[src/rtl/onoff_pwm.sv]
module onoff_pwm #(
  parameter int DATA_W = 32,
  parameter int CNT_W  = 32,
  parameter int PRE_W  = 4
) (
  input  logic              clk,
  input  logic              rst_n,
  input  logic              alt_tick,
  input  logic              wr_en,
  input  logic [3:0]        addr,
  input  logic [DATA_W-1:0] wdata,
  output logic [DATA_W-1:0] rdata,
  output logic              pwm_o
);
  localparam int CFG_W = 3 + PRE_W;

  logic [CNT_W-1:0] hi_r, lo_r, hi_s, lo_s, cnt;
  logic [PRE_W-1:0] pre_q, pc;
  logic en_q, src_q, inv_q, run_q, ph_hi;

  wire wr_hi  = wr_en && (addr[3:2] == 2'd0);
  wire wr_lo  = wr_en && (addr[3:2] == 2'd1);
  wire cfg_wr = wr_en && (addr[3:2] == 2'd2);

  wire [CNT_W-1:0] hi_n = wr_hi ? wdata[CNT_W-1:0] : hi_r;
  wire [CNT_W-1:0] lo_n = wr_lo ? wdata[CNT_W-1:0] : lo_r;

  wire src_tick  = src_q ? alt_tick : 1'b1;
  wire tick      = run_q && src_tick && (pc >= pre_q);
  wire hi_end    = ph_hi && (cnt == hi_s - 1'b1);
  wire lo_end    = !ph_hi && ((lo_s == '0) || (cnt == lo_s - 1'b1));
  wire per_start = (en_q && !run_q) ||
                   (tick && ((hi_end && (lo_s == '0)) || lo_end));

  wire [CFG_W-1:0] cfg_rd = {pre_q, inv_q, src_q, en_q};

  always_ff @(posedge clk or negedge rst_n) begin
    if (!rst_n) begin
      hi_r  <= '0;
      lo_r  <= '0;
      en_q  <= 1'b0;
      src_q <= 1'b0;
      inv_q <= 1'b0;
      pre_q <= '0;
    end else begin
      if (wr_hi) hi_r <= wdata[CNT_W-1:0];
      if (wr_lo) lo_r <= wdata[CNT_W-1:0];
      if (cfg_wr) begin
        en_q  <= wdata[0];
        src_q <= wdata[1];
        inv_q <= wdata[2];
        pre_q <= wdata[3 +: PRE_W];
      end
    end
  end

  always_ff @(posedge clk or negedge rst_n) begin
    if (!rst_n) begin
      run_q <= 1'b0;
      ph_hi <= 1'b0;
      cnt   <= '0;
      pc    <= '0;
      hi_s  <= '0;
      lo_s  <= '0;
    end else if (!en_q) begin
      run_q <= 1'b0;
      ph_hi <= 1'b0;
      cnt   <= '0;
      pc    <= '0;
    end else begin
      run_q <= 1'b1;
      if (tick)
        pc <= '0;
      else if (run_q && src_tick)
        pc <= pc + 1'b1;
      if (per_start) begin
        hi_s  <= hi_n;
        lo_s  <= lo_n;
        cnt   <= '0;
        ph_hi <= (hi_n != '0);
      end else if (tick) begin
        if (hi_end) begin
          ph_hi <= 1'b0;
          cnt   <= '0;
        end else begin
          cnt <= cnt + 1'b1;
        end
      end
    end
  end

  always_comb begin
    case (addr[3:2])
      2'd0:    rdata = DATA_W'(hi_r);
      2'd1:    rdata = DATA_W'(lo_r);
      2'd2:    rdata = DATA_W'(cfg_rd);
      default: rdata = '0;
    endcase
  end

  assign pwm_o = (en_q & run_q & ph_hi) ^ inv_q;
endmodule


[config.mk]
export PLATFORM = sky130hd
export DESIGN_NAME = onoff_pwm
export DESIGN_NICKNAME = d
export VERILOG_FILES = /design/src/rtl/onoff_pwm.sv
export SDC_FILE = /design/constraint.sdc
export NUM_CORES = 1
export LEC_CHECK = 0
export BUFFER_PORTS_ARGS = -buffer_cell sky130_fd_sc_hd__buf_4
export CAP_MARGIN = 10
export CORE_MARGIN = 2
export CORE_UTILIZATION = 55
export DETAILED_ROUTE_END_ITERATION = 8
export GPL_TIMING_DRIVEN = 0
export PLACE_DENSITY = 0.77
export SKIP_CTS_REPAIR_TIMING = 1
export SYNTH_ARGS = -nofsm -noshare
export SYNTH_HDL_FRONTEND = slang
export SYNTH_SLANG_ARGS = --single-unit
[constraint.sdc]
create_clock -name clk -period 3.8 [get_ports clk]
set_input_delay 0.95 -clock clk [delete_from_list [all_inputs] [get_ports clk]]
set_output_delay 0.95 -clock clk [all_outputs]
set_load 0.05 [all_outputs]
-- After elaboration in Yosys (flattened, before gate mapping)
Index checks and enable logic that the tools add are counted.
- register bits after elaboration: 173
- bits in latches: 0
- bits in writable memories: 0
- memory bits (read-only): 0
- memories: 0
- add/subtract/negate cells: 4
- multiply operators: 0
- div/mod/pow operators: 0
- $lt $le $gt $ge: 1
- eq/ne operators: 7
- shift operators: 0
- mux-type cells: 16
- bitwise gates (word level): 3
- reduce and logical (&&, ||, !) cells: 20
- operator list (operator ; number):
    two-way mux 32 bit ; 6
    one-hot mux 32 bit (3 select lines) ; 1
    equality test 32 bit ; 2
    subtractor 32 x 1 -> 32 bit (second input constant) ; 2
    adder 32 x 1 -> 32 bit (second input constant) ; 1
    logical NOT 32 bit ; 1
    nonzero test 32 bit ; 1
    two-way mux 4 bit ; 3
    logical AND 1 bit ; 10
    inequality test 3 x 1 -> 1 bit (second input constant) ; 3
    two-way mux 1 bit ; 6
    adder 4 x 1 -> 4 bit (second input constant) ; 1
    >= comparator 4 bit ; 1
    AND reduction 2 bit ; 2
    logical OR 1 bit ; 3
    AND 1 bit ; 2
    equality test 2 x 1 -> 1 bit (second input constant) ; 1
    equality test 2 bit (second input constant) ; 1
    logical NOT 1 bit ; 2
    logical NOT 2 bit ; 1
    XOR 1 bit ; 1

-- Longest topological paths before layout
- word-level depth: 9
- gate-level depth with buffers: 14
- depth with buffers taken out: 11

-- Least setup slack after synthesis
Ideal clock, no wire load.
- path kind: input to output
- from: input addr[2]
- to: output rdata[0]
- arrival: 2.917 ns
- required time: 2.850 ns
- setup slack: -0.067 ns
- stages: 4
- buffers on the path: 2
- cells stage by stage: clkbuf_1 buf_1 mux2i_1 o21ai_0
- word-level cells in the longest chain between the ends: 2
- elaborated cells between the ends (all ways): 4
- classes of those cells: eq/ne: 2; mux: 1; reduce/logical: 1
- RTL lines (item ; RTL line ; source):
    start, declared ; 10 ; input logic [3:0] addr,
    equality test 2 bit, or another cell as far along ; 93 ; case (addr[3:2])
    one-hot mux 32 bit (3 select lines) (*) ; 93 ;
    end, declared ; 12 ; output logic [DATA_W-1:0] rdata,
Every way passes the cells marked *; elsewhere a longest branch is shown, timed or not.

-- Final worst setup path
- from: register hi_s[5]
- to: register lo_s[2]
- word-level cells in the longest chain between the ends: 8
- RTL lines (item ; RTL line ; source):
    start, declared ; 17 ; logic [CNT_W-1:0] hi_r, lo_r, hi_s, lo_s, cnt;
    start signal, assigned ; 77 ; hi_s <= hi_n;
    subtractor 32 x 1 -> 32 bit ; 30 ; wire hi_end = ph_hi && (cnt == hi_s - 1'b1);
    equality test 32 bit ; 30 ;
    logical AND 1 bit ; 30 ;
    logical AND 1 bit ; 33 ; (tick && ((hi_end && (lo_s == '0)) || lo_end));
    logical OR 1 bit ; 33 ;
    logical AND 1 bit ; 33 ;
    logical OR 1 bit ; 32 ; wire per_start = (en_q && !run_q) ||
    AND reduction 2 bit (no line) ; - ;
    end signal, assigned ; 78 ; lo_s <= lo_n;
    end, declared ; 17 ;
Every way passes these cells.
A chain may end at the register's enable or synchronous reset.

==> flow_summary.yaml <==
timing:
  setup_viol: 16
  skew_ns: 0.0191
  hold_viol: 0
  finalWorstPathRequiredPeriod_ns: 3.82
  relSlewSlack: 0.338
  period_share: 1.00
  holdWs_ns: 0.506
  worst_pin_slew_ns: 0.993
  max_freq_mhz: 262
  slew_viol_final: 0
  setup_ws_ns: -0.0177
  rsz0062_at_grt: "yes"
run_status:
  violations: "setup timing"
  status: "finished with violations"
yosys:
  synth.top_cell.area_share: 0.418
  yosysUniqueCellTypes: 74
  ys.flop_type: "dfrtp_1"
  yosysMostFrequentCell: "dfrtp_1"
  netlist_top_cells_count: "dfrtp_1, nor2_1, mux2_2"
  synthCells: 973
  yosysWarnings: 0
  syn_nets: 1021
  ys_ff_latch: 173
  netlist_area_um2: 10400
  ys_async_sr_fraction: 1.00
  synth-edff-count: 0
  yosysTopAreaCell: "dfrtp_1"
  seq_area_frac_synth: 0.418
  ys_top_cells_by_area: "dfrtp_1, mux2_2, mux2_4, xnor2_1, mux2i_1"
  syn_avg_cell_area_um2: 10.6
placed_design:
  hpwl_mm: 19.9
  dp_slack_ns: -0.501
  gp_congestion: 0.922
  dpl_cell_area_um2: 11200
  numPortBuffers: 68
  dp.cells: 1276
detailed_routing:
  vias_per_cell: 6.14
  drc: 0
  drt_wl_total_mm: 28.0
  antenna_left: 0
  vias: 8179
  firstDrtPassIters: 5
  detail_route.wl_per_cell_um: 21.0
  drtIter0Drc: 781
floorplan:
  die-area_um2: 20000
  fp.dieH_um: 141
  core_area_um2: 18600
  die_x_um: 141
  placementRows: 50
  ioPinCount: 73
  initial_utilization: 0.558
layout:
  fillCellCount: 1336
  drive_gt1_frac: 0.286
  n_antenna_cell: 0
  design_area_um2: 12300
  area_growth_pct: 18.5
  multi_input_area_um2: 5870
  final_cells: 1332
  nets: 1134
  regArea_um2: 4340
global_route:
  antenna_found_initial: 0
  track_usage: 0.275
  grt_max_degree: 89
  grt_pass1_vias: 7749
  grt_pass1_wl_mm: 42.3
  grt_remaining_overflow: 0
critical_path:
  r2r_start: "hi_s[5]"
  path_class: "flip-flop to flip-flop"
  critPathLaunchType: "flip-flop"
  cp_data_arrival_time_ns: 4.14
  path_max_fanout: 7
  startpoint: "hi_s[5]"
  cp.required_ns: 4.12
  cp-end-kind: "flip-flop"
power:
  p_per_area_nw_per_um2: 655
  power_w: 0.00804
  leakage_nw: 5.23
  vdd_drop_max_mv: 0.440
cts:
  cts_buffer_depth: 2
  h-tree-depth: 4
  path_clk_slew_ns: 0.08
  cts_tree: "done"
  cts_buffers: 17
  insertion_delay_ns: 0.45
  cts_root_buf: "clkbuf_16"
  cts_sinks: 173
worst_hold_path:
  hold_path_class: "input port to asynchronous set/reset pin"
run:
  maxCapViolCount: 0
through the flow:
step                      setup TNS [ns]   util
after floorplan                        0      -
after global placement            -33.52  0.601
after detailed placement          -38.25  0.603
after CTS                         -40.55  0.634
after global routing               -3.09  0.661
final                            -0.0936  0.661
cell type report:
cell class	instances	share of cell area
plain buffers	55	0.0264
multi-input cells	716	0.478
clock inverters	14	0.0120
repair buffers	96	0.0636
inverters	27	0.00825
flip-flops and latches	173	0.353
clock buffers	17	0.0346
well taps	234	0.0238
logic make-up after synthesis:
| logic type | synth area share |
|---|---|
| multiplexers | 0.200 |
| AND/OR/NAND/NOR | 0.170 |
| AO/OA/AOI/OAI | 0.0801 |
| adder cells (fa/ha/maj) | 0.00966 |
| XOR/XNOR | 0.0858 |
| flip-flops | 0.418 |
| buffers and inverters | 0.0366 |
critical path: stages, from the launching register on:
cell and delay [ns]:
dfrtp_2 0.46, nor4_4 0.41, nand4_1 0.19, buf_4 0.19, o21a_1 0.18, o32a_1 0.34, a211o_1 0.26, or4_4 0.52
nor4_2 0.16, o211ai_1 0.24, buf_6 0.27, clkbuf_16 0.18, mux2_4 0.30
routing by layer:
layer | up-vias | wire, um | track usage
li1 | 3766 | - | -
met1 | 4032 | 12300 | 0.385
met2 | 327 | 12800 | 0.426
met3 | 54 | 2070 | 0.0570
met4 | 0 | 810 | 0.104
met5 | - | 0 | 0
worst paths after layout:
path / end / slack, ns / cells after the start
min: pre_q[2] / 0.51 / 1
max reg2reg: lo_s[2] / -0.02 / 12
min in group clk: lo_r[20] / 0.53 / 1
max: lo_s[2] / -0.02 / 12
min reg2reg: lo_r[20] / 0.53 / 1
max in group asynchronous: hi_s[17] / 2.45 / 2
power breakdown:
group          total, W  internal, W  switching, W  leakage (nW)
sequential      0.00315      0.00234      0.000812          2.13
combinational   0.00316      0.00157       0.00160          2.82
clock           0.00173     0.000874      0.000852         0.282
total           0.00804      0.00478       0.00326          5.23
flip-flops by register name, indices dropped and copies added, names as in the netlist:
name	cells
en_q	1
cnt	32
pre_q	4
hi_s	32
inv_q	1
lo_r	32
lo_s	32
hi_r	32
run_q	1
ph_hi	1
src_q	1
pc	4
placed cells by master, fill, tap and decap left out, types with 32 or more instances in the layout:
cell type / count
nor2_1: 93
xor2_1: 32
mux2i_1: 37
dfrtp_1: 165
xnor2_1: 67
clkbuf_1: 34
buf_4: 93
mux2_4: 49
mux2_2: 71
nand2_1: 43
(Power assumes the default switching activity.)
